**src/rtl/fpcmp_pkg.sv**
```systemverilog
package fpcmp_pkg;

    typedef enum logic [2:0] {
        PR_EQ    = 3'd0,
        PR_LT    = 3'd1,
        PR_LE    = 3'd2,
        PR_UNORD = 3'd3,
        PR_NEQ   = 3'd4,
        PR_NLT   = 3'd5,
        PR_NLE   = 3'd6,
        PR_ORD   = 3'd7
    } pred_e;

    typedef struct packed {
        logic is_nan;
        logic is_zero;
        logic neg;
    } opnd_cls_t;

    typedef enum logic {
        ST_IDLE = 1'b0,
        ST_EMIT = 1'b1
    } out_state_e;

endpackage

```
**src/rtl/fpcmp_classify.sv**
```systemverilog
module fpcmp_classify
    import fpcmp_pkg::*;
#(
    parameter int DATA_W = 64,
    parameter int EXP_W  = 11
) (
    input  logic [DATA_W-1:0] opnd,
    output opnd_cls_t         cls,
    output logic [DATA_W-2:0] mag
);
    localparam int MAN_W = DATA_W - 1 - EXP_W;

    logic [EXP_W-1:0] expo;
    logic [MAN_W-1:0] mant;

    always_comb begin
        expo        = opnd[DATA_W-2 -: EXP_W];
        mant        = opnd[MAN_W-1:0];
        mag         = opnd[DATA_W-2:0];
        cls.neg     = opnd[DATA_W-1];
        cls.is_nan  = (&expo) && (|mant);
        cls.is_zero = ~(|mag);
    end

endmodule

```
**src/rtl/fpcmp_relate.sv**
```systemverilog
module fpcmp_relate
    import fpcmp_pkg::*;
#(
    parameter int DATA_W = 64
) (
    input  opnd_cls_t         a_cls,
    input  opnd_cls_t         b_cls,
    input  logic [DATA_W-2:0] a_mag,
    input  logic [DATA_W-2:0] b_mag,
    output logic              unord,
    output logic              eq,
    output logic              lt
);
    logic same_bits;
    logic both_zero;
    logic mag_lt;
    logic mag_gt;

    always_comb begin
        unord     = a_cls.is_nan | b_cls.is_nan;
        same_bits = (a_mag == b_mag) && (a_cls.neg == b_cls.neg);
        both_zero = a_cls.is_zero & b_cls.is_zero;
        mag_lt    = a_mag < b_mag;
        mag_gt    = a_mag > b_mag;
        eq        = ~unord & (same_bits | both_zero);
        if (unord || eq) begin
            lt = 1'b0;
        end else if (a_cls.neg != b_cls.neg) begin
            lt = a_cls.neg;
        end else if (a_cls.neg) begin
            lt = mag_gt;
        end else begin
            lt = mag_lt;
        end
    end

endmodule

```
**src/rtl/fpcmp_select.sv**
```systemverilog
module fpcmp_select
    import fpcmp_pkg::*;
(
    input  logic [2:0] pred,
    input  logic       unord,
    input  logic       eq,
    input  logic       lt,
    output logic       hit
);
    pred_e code;

    always_comb begin
        code = pred_e'(pred);
        unique case (code)
            PR_EQ:    hit = eq;
            PR_LT:    hit = lt;
            PR_LE:    hit = lt | eq;
            PR_UNORD: hit = unord;
            PR_NEQ:   hit = ~eq;
            PR_NLT:   hit = ~lt;
            PR_NLE:   hit = ~(lt | eq);
            PR_ORD:   hit = ~unord;
            default:  hit = 1'b0;
        endcase
    end

endmodule

```
**src/rtl/fp64_pred_cmp.sv**
```systemverilog
module fp64_pred_cmp
    import fpcmp_pkg::*;
#(
    parameter int DATA_W = 64,
    parameter int EXP_W  = 11
) (
    input  logic                clk,
    input  logic                rst,
    input  logic                in_valid,
    input  logic [2*DATA_W-1:0] dst_in,
    input  logic [DATA_W-1:0]   src_in,
    input  logic [2:0]          pred,
    output logic [2*DATA_W-1:0] res_out,
    output logic                res_valid
);
    localparam int DST_W = 2 * DATA_W;
    localparam int N_OP  = 2;

    logic [DATA_W-1:0] opnd   [N_OP];
    opnd_cls_t         cls    [N_OP];
    logic [DATA_W-2:0] mag    [N_OP];
    logic              unord;
    logic              eq;
    logic              lt;
    logic              hit;
    out_state_e        state_q;
    out_state_e        state_d;

    assign opnd[0] = dst_in[DATA_W-1:0];
    assign opnd[1] = src_in;

    for (genvar gi = 0; gi < N_OP; gi++) begin : g_cls
        fpcmp_classify #(
            .DATA_W (DATA_W),
            .EXP_W  (EXP_W)
        ) u_cls (
            .opnd (opnd[gi]),
            .cls  (cls[gi]),
            .mag  (mag[gi])
        );
    end

    fpcmp_relate #(
        .DATA_W (DATA_W)
    ) u_rel (
        .a_cls (cls[0]),
        .b_cls (cls[1]),
        .a_mag (mag[0]),
        .b_mag (mag[1]),
        .unord (unord),
        .eq    (eq),
        .lt    (lt)
    );

    fpcmp_select u_sel (
        .pred  (pred),
        .unord (unord),
        .eq    (eq),
        .lt    (lt),
        .hit   (hit)
    );

    always_comb begin
        unique case (state_q)
            ST_IDLE: state_d = in_valid ? ST_EMIT : ST_IDLE;
            ST_EMIT: state_d = in_valid ? ST_EMIT : ST_IDLE;
            default: state_d = ST_IDLE;
        endcase
    end

    always_ff @(posedge clk) begin
        if (rst) begin
            state_q <= ST_IDLE;
        end else begin
            state_q <= state_d;
        end
    end

    always_ff @(posedge clk) begin
        if (rst) begin
            res_out <= '0;
        end else if (in_valid) begin
            res_out <= {dst_in[DST_W-1:DATA_W], {DATA_W{hit}}};
        end
    end

    assign res_valid = (state_q == ST_EMIT);

endmodule

```
**config.mk**
```make
export PLATFORM = sky130hd
export DESIGN_NAME = fp64_pred_cmp
export DESIGN_NICKNAME = d
export VERILOG_FILES = /design/src/rtl/fpcmp_pkg.sv /design/src/rtl/fpcmp_classify.sv /design/src/rtl/fpcmp_relate.sv /design/src/rtl/fpcmp_select.sv /design/src/rtl/fp64_pred_cmp.sv
export SDC_FILE = /design/constraint.sdc
export NUM_CORES = 1
export LEC_CHECK = 0
export CAP_MARGIN = 20
export CORE_ASPECT_RATIO = 2
export CORE_MARGIN = 8
export CORE_UTILIZATION = 35
export CTS_CLUSTER_SIZE = 20
export DETAILED_ROUTE_END_ITERATION = 8
export PLACE_DENSITY_LB_ADDON = 0.25
export SLEW_MARGIN = 30
export SYNTH_ARGS = -nofsm -noshare
export SYNTH_HDL_FRONTEND = slang
export SYNTH_SLANG_ARGS = --single-unit
```
**constraint.sdc**
```tcl
create_clock -name clk -period 3.2 [get_ports clk]
set_input_delay 0.64 -clock clk [delete_from_list [all_inputs] [get_ports clk]]
set_output_delay 0.64 -clock clk [all_outputs]
set_load 0.1 [all_outputs]
```
# ---- After elaboration in Yosys (flattened, before gate mapping)
# Cells that the tools add are included.
dict set report op_classes {
  addsub 0
  multipliers 0
  div_mod_pow 0
  magnitude_cmp 2
  n_eq_ne 10
  shifts 0
  mux 5
  n_bitwise 11
  n_reduce_logical 11
}
# cell n
set op_table {}
lappend op_table {{63-bit OR reduction} 2}
lappend op_table {{52-bit OR reduction} 2}
lappend op_table {{63-bit == test} 1}
lappend op_table {{63-bit > comparator} 1}
lappend op_table {{63-bit less-than comparator} 1}
lappend op_table {{11-bit AND reduction} 2}
lappend op_table {{3-bit == test, second input constant} 4}
lappend op_table {{1-bit one-hot mux with 8 select lines} 1}
lappend op_table {{3-bit by 2-bit == test with 1-bit output, second input constant} 2}
lappend op_table {{1-bit NOT} 6}
lappend op_table {{1-bit two-way mux} 4}
lappend op_table {{3-bit by 1-bit == test with 1-bit output, second input constant} 1}
lappend op_table {{1-bit logical AND} 3}
lappend op_table {{3-bit logical NOT} 1}
lappend op_table {{1-bit OR} 3}
lappend op_table {{1-bit AND} 2}
lappend op_table {{1-bit == test} 1}
lappend op_table {{1-bit logical OR} 1}
lappend op_table {{1-bit inequality test} 1}
dict set report word_totals {
  register_bits 129
  latch_bits 0
  ram_bits 0
  romBits 0
  in_bits 198
  out_inout_bits 129
  word_cells 41
  memories 0
}

# ---- Longest topological paths before layout
# Gate-level depths: netlist of the first run.
dict set report logic_depth {
  depth_word 10
  depth_mapped 11
  ltp_nobuf 11
}

# ---- Modules after synthesis
# A second synthesis of the first run with hierarchy kept.
dict set report unflattened {
  hier_cells 694
  hier_area_um2 5880.6
}
# module n_inst cells_per_inst area_each_um2 seq_area_each_um2
set by_module_without_submodules {}
lappend by_module_without_submodules {fp64_pred_cmp 1 275 2850.2 1321.3}
lappend by_module_without_submodules {fpcmp_relate 1 234 1674.1 0.0}
lappend by_module_without_submodules {fpcmp_classify 2 90 651.9 0.0}
lappend by_module_without_submodules {fpcmp_select 1 5 52.6 0.0}

# ---- Worst setup path before layout of the first run
# Ideal clock, no wire load.
dict set report synth_path {
  path_type {register to output}
  startpoint {reg, netlist name res_out[63]}
  endpoint {out res_out[10]}
  t_arrival_ns 2.481
  required_time_ns 2.560
  slack_ns 0.079
  path_stages_with_launch 2
  n_path_buf 1
  cell_sequence {dfxtp_1 > buf_4}
}
# item line_no
set synth_lines {}
lappend synth_lines {{end: declaration} fp64_pred_cmp.sv:13} ;# output logic [2*DATA_W-1:0] res_out,

# ---- Final worst setup path of the first run
dict set report layout_path {
  startpoint {in dst_in[58]}
  endpoint {reg res_out[63]}
}
dict set report layout_between {
  elab_chain_cells 10
  elab_cells_between_ends 22
  cone_classes {order compare (2); eq/ne (1); mux (4); bitwise (10); reduce/logical (5)}
}
# item line_no
set layout_rtl {}
lappend layout_rtl {{start: declaration} fp64_pred_cmp.sv:10} ;# input logic [2*DATA_W-1:0] dst_in,
lappend layout_rtl {{parallel branches: the longest is 9 deep, another holds 63-bit less-than comparator} --}
lappend layout_rtl {{1-bit one-hot mux with 8 select lines (*)} fpcmp_select.sv:14} ;# unique case (code)
lappend layout_rtl {{end signal: assignment} fp64_pred_cmp.sv:83} ;# res_out <= {dst_in[DST_W-1:DATA_W], {DATA_W{hit}}};
# Every way passes the cells marked *.
# A chain may end at the register's enable or synchronous reset.

==> results of run 1 <==
worst max-delay path by stage:
stage,endpoint,slack (ns),cells past startpoint,startpoint
after floorplan,res_out[10],0.08,1,res_out[63]
after global placement,res_out[63],-0.46,12,src_in[37]
after detailed placement,res_out[63],-0.48,13,src_in[34]
after CTS,res_out[63],0.03,13,src_in[42]
after global routing,res_out[63],-0.07,12,src_in[32]
final,res_out[63],0.09,11,dst_in[58]
critical path: stages:
cell             delay [ns]
clkdlybuf4s50_1        0.50
ha_4                   0.33
nand4_4                0.12
nor4_4                 0.29
nand4_2                0.15
or3_4                  0.43
o21ai_4                0.17
a211oi_2               0.09
a31oi_2                0.16
xor2_1                 0.08
a311o_1                0.34
metal layers:
metal / share of wire, % / up-vias
li1: - / 2612
met1: 38 / 2394
met2: 49 / 279
met3: 12 / 27
met4: 1.9 / 0
met5: 0 / -
cells by family after synthesis:
| family | synth area share [%] |
|---|---|
| multiplexers | 13.4 |
| XOR/XNOR | 0.542 |
| buffers and inverters | 15.9 |
| adder cells (fa/ha/maj) | 16.3 |
| flip-flops | 27.3 |
| AO/OA/AOI/OAI | 7.64 |
| AND/OR/NAND/NOR | 19.0 |
power by group:
group	total, W	switching, W	internal [W]	leakage, nW
clock network	0.000973	0.000348	0.000625	0.143
registers	0.000917	0.0000441	0.000873	0.546
logic	0.00191	0.00131	0.000603	3.62
placed cells by master, fill, tap and decap left out, drive strengths merged, types with 2 or more instances in the layout:
| cell | Yosys | final |
|---|---|---|
| nor4 | 36 | 36 |
| clkbuf | 13 | 12 |
| a31oi | 2 | 2 |
| a221oi | 4 | 4 |
| and4 | 3 | 3 |
| a21oi | 21 | 21 |
| clkinv | 0 | 2 |
| nand4 | 22 | 22 |
| o21ai | 9 | 9 |
| xor2 | 2 | 2 |
| nor2 | 77 | 77 |
| a21o | 2 | 2 |
| dfxtp | 66 | 66 |
| inv | 65 | 65 |
| ha | 63 | 63 |
| nand2 | 23 | 23 |
| mux2i | 65 | 65 |
| clkdlybuf4s50 | 0 | 175 |
| nand3 | 9 | 9 |
| dlymetal6s2s | 0 | 20 |
| a211oi | 7 | 7 |
| nor3 | 3 | 3 |
| o21a | 2 | 2 |
| buf | 64 | 204 |
sequential cells by signal (all words and copies together) (netlist names):
| register | count |
|---|---|
| res_out | 65 |
| res_valid | 1 |
stage by stage:
step           utilization [%]  area, um^2  power, W
2_1_floorplan                -        4850   0.00227
3_3_place_gp              58.3        8010   0.00276
3_5_place_dp              58.3        8010   0.00278
4_1_cts                   60.5        8310   0.00377
5_1_grt                   63.5        8720   0.00396
6_report                  63.5        8720   0.00380
cell type report:
type | count | area (um^2) | share of cell area, %
flip-flops and latches | 66 | 1330 | 15.2
well taps | 157 | 196 | 2.25
repair buffers | 399 | 3540 | 40.6
clock buffers | 12 | 246 | 2.83
inverters | 65 | 244 | 2.80
multi-input cells | 364 | 3110 | 35.7
clock inverters | 4 | 51.3 | 0.588
what timing repair did:
action / in CTS / in global routing
buffers inserted: 0 / 3
pin swaps: 7 / 19
setup endpoints to repair: 1 / 1
resized for setup: 2 / 69
gates cloned: 0 / 0
==> reports/results.tsv, run 1 <==
stage	metric	value	unit
die	core	13700	um^2
outcome	status	finished clean	
global_routing	gr-total-overflow	0	
drt	num_vias	5312	
drt	drt-pass1-iter-count	4	
clocking	cts_max_level	3	
sta	post-route-period-util	97.2	%
synthesis	synth_seq_cells	66	
synthesis	ys_warn_count	0	
worst_setup_path	r2r_end	res_out[63]	
worst_setup_path	setup.worst_path.start_class	input port	
synthesis	synth_flop_cell	dfxtp_1	
sta	hold_violations	0	
min_path	hold-path-endpoint	res_out[123]	
clocking	cts_tree	yes	
clocking	hold_buffers	0	
die	die_x	99.2	um
place	dp_cells	1050	
cells_and_area	fin_nets	1166	
drt	drt_iter0_markers	131	
sta	final.setup.tns	0	ns
drt	wl_per_cell	17.6	um
synthesis	synth_cell_types	44	
global_routing	busiest_layer	met2	
clocking	path_clk_slew	0.05	ns
synthesis	syn_nets	833	
synthesis	syn_area	4850	um^2
worst_setup_path	reg2reg_from	res_out[63]	
global_routing	grt_util_met2	33.0	%
global_routing	met3_usage	8.78	%
power	ir_drop	0.000357	V
power	p_per_area	436	nW/um^2
sta	skew	0	ns
die	start_util	35.3	%
global_routing	first_global_vias	5491	
flow_run	max_cap_viol_count	0	
worst_setup_path	cp-end-kind	flip-flop	
global_routing	met1_usage	20.0	%
synthesis	synthTopCellsByArea	dfxtp_1 (27%), ha_1 (16%), mux2i_1 (13%)	
min_path	worstHoldStart	res_out[123]	
synthesis	seq_area_frac_synth	27.3	%
synthesis	synth-edff-count	0	
sta	worstMarginPinSlew	0.588	ns
sta	finalSetupViolations	0	
place	place_ws	-0.481	ns
cells_and_area	fill_cells	1156	
sta	finalMaxSlewViolations	0	
power	power.leakage	4.30	nW
drt	via_per_inst	4.98	
clocking	clock_latency	0.32	ns
global_routing	grt_max_degree	66	
synthesis	synth_largest_area_cell	dfxtp_1	
drt	drtAntennaViolNets	0	
place	place.gp.congestion	0.896	
global_routing	track_usage	19.0	%
place	portBuffers	326	
sta	fin_crit	3.11	ns
synthesis	yosysMostFrequentCell	nor2_1	
worst_setup_path	critPathMaxFanout	2	
die	ios	327	
cells_and_area	syn_to_final_growth	79.9	%
sta	fin_ws	0.0887	ns
worst_setup_path	cp.arrival	3.32	ns
worst_setup_path	critical_path_class	in -> reg	
die	rows	61	
worst_setup_path	cp.required	3.40	ns
drt	drc	0	
clocking	cts.sinks	66	
synthesis	netlist.area_leader.share	27.3	%
drt	drt_wl_total	18800	um
min_path	hold_depth	2	
sta	hold_slack	0.491	ns
synthesis	syn_avg_cell_area	8.47	um^2
min_path	hold_class	reg -> reg	
sta	max_freq	321	MHz
sta	relSlewSlack	60.8	%
worst_setup_path	r2r_slack	2.04	ns
cells_and_area	n_antenna_cell	0	
clocking	numCtsBuffers	9	
worst_setup_path	reg2regPathDepth	2	
clocking	cts_root_buffer	clkbuf_16	
synthesis	synthCells	572	
cells_and_area	fin_cells	1067	
cells_and_area	drive_above_1_share	30.4	%
die	die_h	182	um
clocking	max-clock-path-buffers	2	
global_routing	antenna_found_initial	0	
synthesis	netlist_top_cells_count	nor2_1 (77), dfxtp_1 (66), inv_1 (65), mux2i_1 (65)	
global_routing	grt_pass1_wl	27600	um
die	die_area	18100	um^2
place	dp_hpwl	15500	um
synthesis	async_flop_share	0	%
(Power assumes the default switching activity.)
==> run 2: changes to the inputs <==
--- a/config.mk
+++ b/config.mk
@@ -13,5 +13,4 @@
 export DETAILED_ROUTE_END_ITERATION = 8
 export PLACE_DENSITY_LB_ADDON = 0.25
-export SLEW_MARGIN = 30
 export SYNTH_ARGS = -nofsm -noshare
 export SYNTH_HDL_FRONTEND = slang
==> constraint.sdc (replaced) <==
create_clock -name clk -period 3.2 [get_ports clk]
set_input_delay 0.64 -clock clk [delete_from_list [all_inputs] [get_ports clk]]
set_output_delay 0.64 -clock clk [all_outputs]
set_load 0.005 [all_outputs]
==> run 2 against run 1 <==
Against the previous run: power shrank 26%; utilization grew 0.20 points; non-clock buffer count shrank 2; hold slack lost 0.0042 ns; register-to-register slack lost 0.24 ns; count of clock-buffer cells in the layout shrank 1; maximum frequency grew 0.59%; die area is the same; largest cell class unchanged.
==> reports/results.tsv, run 2 (same netlist as run 1, synthesis figures left out) <==
stage	metric	value	unit	change
cells_and_area	final_common_cell	clkdlybuf4s50_1		was buf_4
sta	hold_violations	0		unchanged
clocking	cts_tree	yes		unchanged
cells_and_area	largest_reg_flops	65		unchanged
drt	drt-pass1-iter-count	4		unchanged
clocking	cts_root_buffer	clkbuf_16		unchanged
clocking	max-clock-path-buffers	2		unchanged
cells_and_area	fin_nets	1164		was 1166
worst_setup_path	critical_path_class	in -> reg		unchanged
worst_setup_path	cp-end-kind	flip-flop		unchanged
worst_setup_path	setup.worst_path.start_class	input port		unchanged
drt	via_per_inst	4.89		was 4.98
sta	relSlewSlack	37.0	%	was 60.8%
outcome	status	finished clean		unchanged
global_routing	gr-total-overflow	0		unchanged
cells_and_area	drive_above_1_share	13.5	%	was 30.4%
die	die_x	99.2	um	unchanged
die	core	13700	um^2	unchanged
worst_setup_path	critPathMaxFanout	2		unchanged
clocking	numCtsBuffers	9		unchanged
cells_and_area	fill_cells	1165		was 1156
clocking	cts.sinks	66		unchanged
drt	num_vias	5208		was 5312
die	ios	327		unchanged
cells_and_area	syn_to_final_growth	80.5	%	was 79.9%
global_routing	grt_max_degree	66		unchanged
drt	drtAntennaViolNets	0		unchanged
worst_setup_path	cp.arrival	3.30	ns	was 3.32 ns
die	start_util	35.3	%	unchanged
clocking	cts_max_level	3		unchanged
global_routing	grt_pass1_wl	27800	um	was 27600 um
worst_setup_path	cpPeakStageDelay	0.50	ns	about the same
drt	drt_iter0_markers	160		was 131
place	post_dp_cell_area	8310	um^2	was 8010 um^2
cells_and_area	most-common-layout-cells	clkdlybuf4s50_1 (322), nor2_1 (77), buf_4 (71), mux2i_1 (65), dfxtp_1 (65)		was buf_4 (202), clkdlybuf4s50_1 (175), nor2_1 (76), mux2i_1 (65), dfxtp_1 (65)
worst_setup_path	path_cells	clkdlybuf4s50_1 > inv_1 > ha_1 > nand4_1 > nor4_4 > nand4_2 > or3_4 > o21ai_4 > a211oi_1 > a31oi_2 > xor2_1 > a311o_1		was clkdlybuf4s50_1 > ha_4 > nand4_4 > nor4_4 > nand4_2 > or3_4 > o21ai_4 > a211oi_2 > a31oi_2 > xor2_1 > a311o_1
sta	worstMarginPinSlew	0.945	ns	was 0.588 ns
sta	post-route-period-util	96.7	%	was 97.2%
die	rows	61		unchanged
power	p_per_area	322	nW/um^2	was 436 nW/um^2
global_routing	track_usage	19.2	%	was 19.0%
cells_and_area	regMostFlops	res_out		unchanged
place	place.gp.congestion	0.877		was 0.896
place	dp_hpwl	15300	um	was 15500 um
cells_and_area	ff_latch_area	1320	um^2	was 1330 um^2
sta	finalSetupViolations	0		unchanged
global_routing	first_global_vias	5501		was 5491
worst_setup_path	crit_path_top_delay_cell	clkdlybuf4s50_1		unchanged
worst_setup_path	cp_top_family	simple AND/OR/NAND/NOR gates		unchanged
min_path	hold_class	reg -> reg		unchanged
flow_run	max_cap_viol_count	0		unchanged
power	ir_drop	0.000302	V	was 0.000357 V
sta	finalMaxSlewViolations	0		unchanged
power	power.leakage	3.91	nW	was 4.30 nW
drt	drt_wl_total	18100	um	was 18800 um
worst_setup_path	worst-path-buf-inv	2		was 1
worst_setup_path	cp.required	3.41	ns	was 3.40 ns
cells_and_area	multi_input_area	2890	um^2	was 3110 um^2
place	portBuffers	326		unchanged
clocking	path_clk_slew	0.05	ns	about the same
sta	fin_crit	3.09	ns	was 3.11 ns
cells_and_area	utilization	63.7	%	was 63.5%
cells_and_area	final_area	8750	um^2	was 8720 um^2
die	die_h	182	um	unchanged
global_routing	antenna_found_initial	1		was 0
die	die_area	18100	um^2	unchanged
drt	wl_per_cell	17.0	um	was 17.6 um
sta	skew	0	ns	unchanged
sta	max_freq	323	MHz	was 321 MHz
drt	drc	0		unchanged
clocking	clock_latency	0.32	ns	about the same
-- run 2: cell count changes in the layout (fill, tap and decap cells not counted), moves of 2 or more --
cell             change
ha_1                +14
nand4_2              +3
buf_4              -131
dlymetal6s2s_1      -18
inv_1                +7
clkbuf_1             -2
nand4_4              -3
inv_2                -7
clkdlybuf4s50_1    +147
ha_4                -14
-- run 2: through the flow --
stage / setup slack, ns / hold slack, ns / total power, W / setup TNS [ns] / cells
2_1_floorplan: 0.321 / 0.485 / 0.00132 / 0 / 572
5_1_grt: -0.0179 / 0.517 / 0.00297 / -0.0179 / 1066
3_5_place_dp: -0.445 / 0.480 / 0.00188 / -0.445 / 1048
6_report: 0.107 / 0.487 / 0.00281 / 0 / 1066
3_3_place_gp: -0.444 / 0.471 / 0.00186 / -0.444 / 1048
4_1_cts: 0.0100 / 0.495 / 0.00283 / 0 / 1064
-- run 2: final cells by class --
class                           instances  area share (%)
Clock inverter                          5           0.429
Sequential cell                        66            15.1
Antenna cell                            1          0.0286
Tap cell                              157            2.25
Inverter                               65            2.79
Multi-Input combinational cell        364            33.0
Timing Repair Buffer                  397            43.5
Clock buffer                           11            2.89
-- run 2: worst paths after layout --
kind                              startpoint           end  slack [ns]  cells past startpoint
worst max-delay path              src_in[39]   res_out[63]        0.11                     12
worst min-delay path            res_out[123]  res_out[123]        0.49                      2
worst max register to register   res_out[63]   res_out[63]        1.80                      2
worst min register to register  res_out[123]  res_out[123]        0.49                      2
-- run 2: worst register-to-register path: cells and delay by family (launching register included) --
family	cells	cell delay, ns
compound gates	1	0.13
flops	1	0.94
simple gates	1	0.27
-- run 2: repair_timing --
action,in CTS,in global routing
pin swaps,2,15
resized for setup,2,22
setup buffers,0,1
setup endpoints to repair,1,1
hold buffers,0,0
endpoints found under the hold margin,0,0
-- run 2: power breakdown --
group | internal (W) | switching (W) | total, W | leakage, nW
clock network | 0.000568 | 0.000357 | 0.000925 | 0.138
logic | 0.000629 | 0.000345 | 0.000974 | 3.23
registers | 0.000873 | 0.0000419 | 0.000914 | 0.546
total | 0.00207 | 0.000743 | 0.00281 | 3.91
-- run 2: routing by layer --
| metal | global-route usage [%] | part of all wire (%) | routed length (um) |
|---|---|---|---|
| met5 | 0 | 0 | 0 |
| met4 | 6.22 | 2.3 | 411 |
| met3 | 8.21 | 11 | 2040 |
| met2 | 32.4 | 47 | 8490 |
| met1 | 20.9 | 40 | 7190 |
